[config.mk]
export PLATFORM = sky130hd
export DESIGN_NAME = ternconv_mul
export DESIGN_NICKNAME = d
export VERILOG_FILES = /design/src/rtl/ccm_pkg.sv /design/src/rtl/ccm_operand_store.sv /design/src/rtl/ccm_mac_array.sv /design/src/rtl/ccm_seq_ctrl.sv /design/src/rtl/ternconv_mul.sv
export SDC_FILE = /design/constraint.sdc
export NUM_CORES = 1
export LEC_CHECK = 0
export CORE_MARGIN = 8
export CORE_UTILIZATION = 58
export CTS_CLUSTER_DIAMETER = 30
export DETAILED_ROUTE_END_ITERATION = 10
export DONT_BUFFER_PORTS = 1
export MAX_ROUTING_LAYER = met4
export PLACE_DENSITY = 0.77
export SLEW_MARGIN = 10
export SYNTH_ARGS = -nofsm -noshare
export SYNTH_HDL_FRONTEND = slang
export SYNTH_SLANG_ARGS = --single-unit
export TNS_END_PERCENT = 10
[constraint.sdc]
create_clock -name clk -period 3.4 [get_ports clk]
set_clock_uncertainty 0.15 [all_clocks]
set_input_delay 0.17 -clock clk [delete_from_list [all_inputs] [get_ports clk]]
set_output_delay 0.17 -clock clk [all_outputs]
set_load 0.02 [all_outputs]
[src/rtl/ccm_pkg.sv]
package ccm_pkg;

    // two-bit code carried by each small coefficient
    typedef enum logic [1:0] {
        TC_ZERO  = 2'b00,
        TC_PLUS  = 2'b01,
        TC_BAD   = 2'b10,
        TC_MINUS = 2'b11
    } tcode_e;

    // action applied to every accumulator lane in one step
    typedef enum logic [1:0] {
        OP_HOLD = 2'b00,
        OP_ADD  = 2'b01,
        OP_SUB  = 2'b10
    } mac_op_e;

    typedef enum logic [2:0] {
        ST_IDLE,
        ST_RUN,
        ST_FLUSH,
        ST_SNAP,
        ST_STREAM
    } seq_state_e;

    // unused code 10 falls through to hold, same as a zero coefficient
    function automatic mac_op_e tcode_to_op(input logic [1:0] code);
        case (code)
            TC_PLUS:  return OP_ADD;
            TC_MINUS: return OP_SUB;
            default:  return OP_HOLD;
        endcase
    endfunction

endpackage

[src/rtl/ccm_operand_store.sv]
module ccm_operand_store
    import ccm_pkg::*;
#(
    parameter int unsigned N  = 11,
    parameter int unsigned QW = 8,
    parameter int unsigned IW = 4
) (
    input  logic                   clk,
    input  logic                   rst,
    input  logic                   wr_allow,
    input  logic                   big_we,
    input  logic                   tern_we,
    input  logic [IW-1:0]          wr_idx,
    input  logic [QW-1:0]          big_din,
    input  logic [1:0]             tern_din,
    output logic [N-1:0][QW-1:0]   big_q,
    output logic [N-1:0][1:0]      tern_q
);

    for (genvar g = 0; g < N; g++) begin : g_slot
        logic [QW-1:0] big_r;
        logic [1:0]    tern_r;
        logic          hit;

        assign hit = wr_allow && (wr_idx == IW'(g));

        always_ff @(posedge clk) begin
            if (rst) begin
                big_r  <= '0;
                tern_r <= TC_ZERO;
            end else begin
                if (hit && big_we)  big_r  <= big_din;
                if (hit && tern_we) tern_r <= tern_din;
            end
        end

        assign big_q[g]  = big_r;
        assign tern_q[g] = tern_r;
    end

    // operands are frozen while the sequencer is busy
    assert_frozen_R8: assert property (@(posedge clk) disable iff (rst)
        !wr_allow |=> $stable(big_q) && $stable(tern_q));

endmodule

[src/rtl/ccm_mac_array.sv]
module ccm_mac_array
    import ccm_pkg::*;
#(
    parameter int unsigned N  = 11,
    parameter int unsigned QW = 8,
    parameter int unsigned IW = 4
) (
    input  logic                   clk,
    input  logic                   rst,
    input  logic                   launch,
    input  logic                   feed,
    input  logic [IW-1:0]          step,
    input  logic [N-1:0][QW-1:0]   big_q,
    input  logic [N-1:0][1:0]      tern_q,
    output logic [N-1:0][QW-1:0]   acc_q
);

    logic [N-1:0][QW-1:0] rot_q;
    logic [N-1:0][QW-1:0] vec_q;
    mac_op_e              op_q;
    logic                 pv_q;

    // stage 1: pick this step's small coefficient, snapshot the rotated operand
    always_ff @(posedge clk) begin
        if (rst) begin
            rot_q <= '0;
            vec_q <= '0;
            op_q  <= OP_HOLD;
            pv_q  <= 1'b0;
        end else if (launch) begin
            rot_q <= big_q;
            pv_q  <= 1'b0;
        end else if (feed) begin
            vec_q <= rot_q;
            op_q  <= tcode_to_op(tern_q[step]);
            pv_q  <= 1'b1;
            rot_q <= {rot_q[N-2:0], rot_q[N-1]};
        end else begin
            pv_q  <= 1'b0;
        end
    end

    // stage 2: N lanes, truncation to QW bits is the modulo-q reduction
    for (genvar g = 0; g < N; g++) begin : g_lane
        logic [QW-1:0] acc_r;

        always_ff @(posedge clk) begin
            if (rst || launch) begin
                acc_r <= '0;
            end else if (pv_q) begin
                case (op_q)
                    OP_ADD:  acc_r <= acc_r + vec_q[g];
                    OP_SUB:  acc_r <= acc_r - vec_q[g];
                    default: acc_r <= acc_r;
                endcase
            end
        end

        assign acc_q[g] = acc_r;
    end

    // a zero or unused code leaves every lane untouched
    assert_lane_hold_R3: assert property (@(posedge clk) disable iff (rst)
        pv_q && (op_q == OP_HOLD) && !launch |=> $stable(acc_q));

endmodule

[src/rtl/ccm_seq_ctrl.sv]
module ccm_seq_ctrl
    import ccm_pkg::*;
#(
    parameter int unsigned N  = 11,
    parameter int unsigned IW = 4
) (
    input  logic          clk,
    input  logic          rst,
    input  logic          start,
    input  logic          out_ready,
    output logic          launch,
    output logic          feed,
    output logic [IW-1:0] step,
    output logic          busy,
    output logic          out_valid,
    output logic [IW-1:0] out_idx,
    output logic          out_last
);

    localparam logic [IW-1:0] LAST = IW'(N - 1);
    localparam int unsigned   LW   = IW + 2;

    seq_state_e    st_q;
    logic [IW-1:0] step_q;
    logic [IW-1:0] oidx_q;
    logic          fire;

    assign launch    = (st_q == ST_IDLE) && start;
    assign feed      = (st_q == ST_RUN);
    assign busy      = (st_q != ST_IDLE);
    assign out_valid = (st_q == ST_STREAM);
    assign out_last  = out_valid && (oidx_q == LAST);
    assign out_idx   = oidx_q;
    assign step      = step_q;
    assign fire      = out_valid && out_ready;

    always_ff @(posedge clk) begin
        if (rst) begin
            st_q   <= ST_IDLE;
            step_q <= '0;
            oidx_q <= '0;
        end else begin
            case (st_q)
                ST_IDLE: begin
                    if (start) begin
                        st_q   <= ST_RUN;
                        step_q <= '0;
                    end
                end
                ST_RUN: begin
                    if (step_q == LAST) st_q <= ST_FLUSH;
                    else                step_q <= step_q + 1'b1;
                end
                ST_FLUSH: st_q <= ST_SNAP;
                ST_SNAP: begin
                    st_q   <= ST_STREAM;
                    oidx_q <= '0;
                end
                ST_STREAM: begin
                    if (fire) begin
                        if (oidx_q == LAST) st_q <= ST_IDLE;
                        else                oidx_q <= oidx_q + 1'b1;
                    end
                end
                default: st_q <= ST_IDLE;
            endcase
        end
    end

    // edge counter for the latency check
    logic [LW-1:0] lat_q;
    always_ff @(posedge clk) begin
        if (rst || launch)
            lat_q <= '0;
        else if (st_q == ST_RUN || st_q == ST_FLUSH || st_q == ST_SNAP)
            lat_q <= lat_q + 1'b1;
    end

    // the first result appears a fixed N+2 edges after start
    assert_latency_R5: assert property (@(posedge clk) disable iff (rst)
        $rose(out_valid) |-> lat_q == LW'(N + 2));

endmodule

[src/rtl/ternconv_mul.sv]
module ternconv_mul
    import ccm_pkg::*;
#(
    parameter int unsigned N  = 11,
    parameter int unsigned QW = 8,
    localparam int unsigned IW = (N < 2) ? 1 : $clog2(N)
) (
    input  logic          clk,
    input  logic          rst,
    input  logic          ld_big_we,
    input  logic          ld_tern_we,
    input  logic [IW-1:0] ld_idx,
    input  logic [QW-1:0] ld_big,
    input  logic [1:0]    ld_tern,
    input  logic          start,
    output logic          busy,
    output logic          out_valid,
    input  logic          out_ready,
    output logic [IW-1:0] out_idx,
    output logic [QW-1:0] out_data,
    output logic          out_last
);

    logic [N-1:0][QW-1:0] big_q;
    logic [N-1:0][1:0]    tern_q;
    logic [N-1:0][QW-1:0] acc_q;
    logic                 launch;
    logic                 feed;
    logic [IW-1:0]        step;

    ccm_operand_store #(.N(N), .QW(QW), .IW(IW)) u_store (
        .clk      (clk),
        .rst      (rst),
        .wr_allow (!busy),
        .big_we   (ld_big_we),
        .tern_we  (ld_tern_we),
        .wr_idx   (ld_idx),
        .big_din  (ld_big),
        .tern_din (ld_tern),
        .big_q    (big_q),
        .tern_q   (tern_q)
    );

    ccm_seq_ctrl #(.N(N), .IW(IW)) u_ctrl (
        .clk       (clk),
        .rst       (rst),
        .start     (start),
        .out_ready (out_ready),
        .launch    (launch),
        .feed      (feed),
        .step      (step),
        .busy      (busy),
        .out_valid (out_valid),
        .out_idx   (out_idx),
        .out_last  (out_last)
    );

    ccm_mac_array #(.N(N), .QW(QW), .IW(IW)) u_mac (
        .clk    (clk),
        .rst    (rst),
        .launch (launch),
        .feed   (feed),
        .step   (step),
        .big_q  (big_q),
        .tern_q (tern_q),
        .acc_q  (acc_q)
    );

    assign out_data = acc_q[out_idx];

    // a stalled coefficient stays put
    assert_hold_stable_R6: assert property (@(posedge clk) disable iff (rst)
        out_valid && !out_ready |=> out_valid && $stable(out_data) && $stable(out_idx));

    // an accepted non-final coefficient is followed by the next index
    assert_index_step_R6: assert property (@(posedge clk) disable iff (rst)
        out_valid && out_ready && !out_last |=> out_valid && (out_idx == $past(out_idx) + 1'b1));

    // accepting the final coefficient ends the run
    assert_done_R7: assert property (@(posedge clk) disable iff (rst)
        out_valid && out_ready && out_last |=> !busy && !out_valid);

    // first cycle after reset is quiet
    assert_reset_quiet_R9: assert property (@(posedge clk) disable iff (rst)
        $past(rst) |-> !busy && !out_valid);

endmodule

Yosys cells after proc, flatten, opt, wreduce, memory -nomap -nowiden
Index checks and enable logic that the tools add are counted.
{"block": "word_totals", "mem_bits_ro": 0, "inputBits": 20, "mem_count": 0, "regBits": 388, "elab_cells": 194, "out_inout_bits": 15, "latch_bits": 0, "ramBits": 0}
{"block": "classes", "n_shift": 0, "n_mux": 30, "bitwise": 1, "mul": 0, "n_eq_ne": 26, "reduce_logical": 51, "n_lt_le_gt_ge": 2, "add_sub_neg": 24, "div": 0}
{"op": "two-way mux 88 bit", "count": 2}
{"op": "case mux 8 bit (2 select lines)", "count": 11}
{"op": "adder 8 bit", "count": 11}
{"op": "subtractor 8 bit", "count": 11}
{"op": "logical AND 1 bit", "count": 36}
{"op": "binary-select mux 8 bit (select 4 bit)", "count": 1}
{"op": "== test 4 bit (second input constant)", "count": 5}
{"op": "== test 4 x 3 -> 1 bit (second input constant)", "count": 4}
{"op": "two-way mux 4 bit", "count": 4}
{"op": "case mux 4 bit (2 select lines)", "count": 2}
{"op": "case mux 3 bit (5 select lines)", "count": 1}
{"op": "two-way mux 3 bit", "count": 4}
{"op": "less-than comparator 4 x 5 -> 1 bit (second input constant)", "count": 2}
{"op": "inequality test 2 bit (second input constant)", "count": 5}
{"op": "adder 4 x 1 -> 4 bit (second input constant)", "count": 2}
{"op": "binary-select mux 2 bit (select 4 bit)", "count": 1}
{"op": "== test 4 x 2 -> 1 bit (second input constant)", "count": 2}
{"op": "two-way mux 8 bit", "count": 1}
{"op": "nonzero test 2 bit", "count": 4}
{"op": "== test 3 x 2 -> 1 bit (second input constant)", "count": 2}
{"op": "AND reduction 3 bit", "count": 2}
{"op": "== test 2 x 1 -> 1 bit (second input constant)", "count": 2}
{"op": "== test 2 bit (second input constant)", "count": 2}
{"op": "== test 4 x 1 -> 1 bit (second input constant)", "count": 1}
{"op": "other kinds (15)", "count": 16}

Logic depth before layout (Yosys ltp)
{"block": "depth", "word_depth": 4, "depth_mapped": 14}

By module
A second synthesis with hierarchy kept.
{"block": "hier_totals", "cells_unflattened": 2528, "hier_area_um2": 21428.1}
{"module": "ccm_mac_array", "cells_each": 1975, "seq_area_each_um2": 5345.1, "area_each_um2": 15529.9, "n_inst": 1}
{"module": "ccm_operand_store", "cells_each": 404, "seq_area_each_um2": 2202.1, "area_each_um2": 4480.5, "n_inst": 1}
{"module": "ternconv_mul", "cells_each": 80, "seq_area_each_um2": 0.0, "area_each_um2": 798.3, "n_inst": 1}
{"module": "ccm_seq_ctrl", "cells_each": 69, "seq_area_each_um2": 220.2, "area_each_um2": 619.3, "n_inst": 1}

Worst setup path after synthesis
No wires, ideal clock.
{"block": "synth_timing", "path_type": "register -> register", "from": "register u_mac.op_q[0]", "to": "register u_mac.g_lane[9].acc_r[7]", "setup_time_ps": 70, "arrival_ps": 3088, "path_stages_with_launch": 15, "period_less_slack_ps": 3308, "setup_slack_ps": 92, "path_cell_list": "dfxtp_1 inv_1 ha_1 clkbuf_1 clkbuf_1 buf_1 nor2_1 xnor2_1 ha_1 o211ai_1 a21oi_1 o41ai_1 xnor2_1 or3_1 a21oi_1"}
{"block": "synth_between", "elab_chain_len": 3, "word_cells_on_any_way": 5, "classes_between": "eq/ne (2); mux (1); reduce/logical (2)"}
{"element": "start, declared", "line": "ccm_mac_array.sv:20", "text": "mac_op_e op_q;"}
{"element": "start signal, assigned", "line": "ccm_mac_array.sv:35", "text": "op_q <= tcode_to_op(tern_q[step]);"}
{"element": "== test 2 x 1 -> 1 bit or == test 2 bit (tied branches)", "line": "ccm_mac_array.sv:51", "text": "case (op_q)"}
{"element": "nonzero test 2 bit (no source line)"}
{"element": "AND reduction 2 bit (no source line)"}
{"element": "end signal, assigned", "line": "ccm_mac_array.sv:52", "text": "OP_ADD: acc_r <= acc_r + vec_q[g];"}
{"element": "end signal, assigned", "line": "ccm_mac_array.sv:53", "text": "OP_SUB: acc_r <= acc_r - vec_q[g];"}
{"element": "end signal, assigned", "line": "ccm_mac_array.sv:54", "text": "default: acc_r <= acc_r;"}
{"element": "end, declared", "line": "ccm_mac_array.sv:45", "text": "logic [QW-1:0] acc_r;"}
Parallel ways exist; a longest one is shown, timed or not.
A chain may end at the register's enable or synchronous reset.

Worst setup path in the final report
{"block": "layout_timing", "from": "register u_ctrl.oidx_q[0], in the netlist u_ctrl.out_idx[0]", "to": "output port out_data[2]"}
{"block": "layout_between", "elab_chain_len": 2}
{"element": "start, declared", "line": "ccm_seq_ctrl.sv:25", "text": "logic [IW-1:0] oidx_q;"}
{"element": "start signal, assigned", "line": "ccm_seq_ctrl.sv:62", "text": "else oidx_q <= oidx_q + 1'b1;"}
{"element": "binary-select mux 8 bit (select 4 bit)", "line": "ternconv_mul.sv:69", "text": "assign out_data = acc_q[out_idx];"}
{"element": "two-way mux 8 bit (implied by the code)", "line": "ternconv_mul.sv:69"}
{"element": "end, declared", "line": "ternconv_mul.sv:20", "text": "output logic [QW-1:0] out_data,"}
No other way between the ends. The select of a mux whose other input is x is not followed.

==> metrics.yaml <==
grt_pass1_wl_um: 96000
final.setup.tns_ns: 0
power_density_nw_per_um2: 650
die_h_um: 200
pwr-share-comb_pct: 14.3
cts-root-buf: "clkbuf_16"
drt_wl_total_um: 60000
area_growth_pct: 25.1
insertion_delay_ns: 0.62
ys.flop_type: "dfxtp_1"
synth-edff-count: 0
antenna_found_initial: 1
gr-usage-met2_pct: 48.9
detailed_place_hpwl_um: 35400
synth_seq_area_share_pct: 39.7
drtIter0Drc: 1905
use_met3_pct: 5.71
io_buffers: 0
rows: 67
start_util_pct: 58.6
syn-instance-count: 2360
p_total_uw: 15900
reg2reg_slack_ns: 0.29
post_drt_wl_per_cell_um: 20.0
switching_power_uw: 4410
drv_slew: 0
drive_gt1_share_pct: 8.65
ff2ff_path_depth: 6
max_freq_mhz: 319
ys_ff_latch: 388
dp_cells: 2686
hold_path_depth: 2
post_drt_via_cell_ratio: 6.12
die_area_um2: 39900
gr-total-overflow: 0
synth_area_um2: 19600
drv_cap: 0
cts_num_sinks: 388
fin_cells: 2993
grt_pass1_vias: 18041
numCtsBuffers: 84
ir_drop_v: 0.000486
nNetsFinal: 2599
sequentialPowerShare_pct: 30.9
avgSynthCellArea_um2: 8.29
htree_levels: 3
yosys_warnings: 0
async_reset_ff_share_pct: 0
crit_required_ns: 3.08
synthesis.nets: 2484
hold_viol_final: 0
cts_buffer_depth: 3
setup_viol: 0
r2r-start: "u_ctrl.st_q[0]$_SDFFE_PP0P_"
rsz0062_at_grt: "false"
grt_util_all_layers_pct: 31.0
coreArea_um2: 33400
die_w_um: 200
vias: 18318
p_int_uw: 11500
outcome: "complete, no violations"
postLayoutCoreUtil_pct: 73.3
p_leak_uw: 0.00931
io_pins: 35
r2r_end: "u_mac.rot_q[87]$_SDFFE_PP0P_"
min_to: "u_mac.rot_q[71]$_SDFFE_PP0P_"
worstMarginPinSlew_ns: 0.875
ant_nets: 0
tritoncts: "done"
drc_errors: 0
hold_class: "in2reg"
crit_path_max_fanout: 18
timing.final.crit_share_pct: 92.3
place_congestion: 0.914
p_sw_share_pct: 27.7
clockPowerShare_pct: 54.7
grt_max_degree: 182
final.min_clock_period_ns: 3.14
start_kind: "register"
holdCritStartpoint: "rst"
drt_pre_antenna_iters: 9
cts_setup_buffers: 0
end_kind: "primary output"
grt_util_met1_pct: 37.8
busiest_layer: "met2"
critPathKind: "reg2out"
critPathArrivalTime_ns: 2.82
ys_types: 49
clkTransAtPathRegs_ns: 0.06
max-slew-margin-rel_pct: 41.6
==> state kept, by name, summed over array words and instances (netlist names) <==
| name | cells |
|---|---|
| u_mac.op_q | 2 |
| u_mac.vec_q | 88 |
| u_mac.pv_q | 1 |
| u_ctrl.step | 4 |
| u_ctrl.out_idx | 4 |
| u_store.g_slot.tern_r | 22 |
| u_store.g_slot.big_r | 88 |
| u_mac.g_lane.acc_r | 88 |
| u_ctrl.st_q | 3 |
| u_mac.rot_q | 88 |
==> power groups by stage <==
stage / sequential [uW] / clock (uW) / combinational (uW)
floorplan: 4920 / 0 / 1670
global placement: 4980 / 0 / 1940
detailed placement: 4980 / 0 / 2020
CTS: 4900 / 8670 / 2210
global route: 4930 / 8960 / 2460
finish: 4920 / 8700 / 2280
==> cell usage after synthesis (22+ instances only) <==
cell type	n	share of area [%]
a31oi_1	75	2.4
clkbuf_1	124	2.4
o21ai_0	68	1.7
nand2b_1	37	1.2
inv_1	101	1.9
mux2i_1	120	6.1
xnor2_1	100	4.5
nand2_1	433	8.3
a311oi_1	57	2.6
ha_1	93	5.9
a21oi_1	216	5.5
nand3_1	31	0.79
or3_1	23	0.74
a21o_1	22	0.84
nor3_1	36	0.92
nor2_1	233	4.5
dfxtp_1	388	40
a211oi_1	22	0.84
==> per-layer routing <==
metal / vias up / routed length, um
met3: 233 / 5360
li1: 8414 / -
met1: 8707 / 23900
met2: 964 / 27800
met5: - / 0
met4: 0 / 2920
==> layout by cell type, fill, tap and decap left out, drive strengths merged, types with 2 or more instances in the layout <==
cell,instances
nand2,433
dfxtp,388
nor2,240
a21oi,216
dlygate4sd3,150
mux2i,120
inv,111
clkbuf,107
xnor2,100
ha,93
a31oi,75
o21ai,68
a311oi,57
nor3,37
nand2b,37
nand3,34
buf,31
or3,24
a21o,22
a211oi,22
o211ai,21
mux4,20
clkinv,20
xor2,14
nor2b,14
bufinv,12
nor4,11
o41ai,11
fa,11
and4,9
o22ai,8
clkinvlp,7
nand3b,5
nand4,4
and2,4
and3,2
==> worst max-delay path by stage <==
stage,start,to,slack (ns)
after global routing,u_ctrl.out_idx[0]$_SDFFE_PP0P_,out_data[2],0.04
after detailed placement,u_mac.op_q[0]$_SDFFE_PP0P_,u_mac.g_lane[10].acc_r[7]$_SDFFE_PP0P_,0.41
after CTS,u_ctrl.st_q[0]$_SDFFE_PP0P_,u_store.g_slot[8].tern_r[0]$_SDFFE_PP0P_,0.04
after global placement,u_mac.op_q[0]$_SDFFE_PP0P_,u_mac.g_lane[9].acc_r[7]$_SDFFE_PP0P_,0.50
final,u_ctrl.out_idx[0]$_SDFFE_PP0P_,out_data[2],0.26
after floorplan,u_mac.op_q[0]$_SDFFE_PP0P_,u_mac.g_lane[9].acc_r[7]$_SDFFE_PP0P_,0.09
==> area by class of cell <==
cell class | instances | area (um^2)
Inverter | 102 | 383
Fill cell | 2214 | 8900
Sequential cell | 388 | 7770
Tap cell | 448 | 561
Antenna cell | 1 | 2.50
Multi-Input combinational cell | 1718 | 10800
Clock inverter | 48 | 724
Timing Repair Buffer | 181 | 1840
Clock buffer | 107 | 2340
==> per-stage QoR <==
| step | instance area (um^2) | hold slack (ns) | setup WS [ns] |
|---|---|---|---|
| floorplan | 19600 | 0.167 | 0.0923 |
| global placement | 19900 | 0.147 | 0.495 |
| detailed placement | 19900 | 0.145 | 0.406 |
| CTS | 24500 | 0.0266 | 0.0368 |
| global route | 24500 | 0.0259 | 0.0364 |
| finish | 24500 | 0.0484 | 0.261 |
==> what timing repair did <==
action | 4_1_cts | 5_1_grt
setup endpoints to repair | 0 | 1
hold buffers | 152 | 0
resized for setup | 0 | 0
endpoints found under the hold margin | 314 | 0
==> cell families (layout without fill, tap and decap cells) <==
group,count (synthesis),count (layout),synth area share [%]
simple gates,858,858,19.0
compound gates,502,502,15.6
flops,388,388,39.7
buf+inv,254,438,5.07
mux,140,140,8.44
xor+xnor,114,114,5.10
fa+ha+maj,104,104,7.07
other cells,0,1,0
==> critical path, stage by stage (launching register included) <==
cell and delay, ns:
dfxtp_2 0.62, inv_1 0.17, nor2_1 0.43, nand2_1 0.11
o211ai_1 0.17, o21ai_0 0.18, o22ai_1 0.56
(Power assumes the default switching activity.)
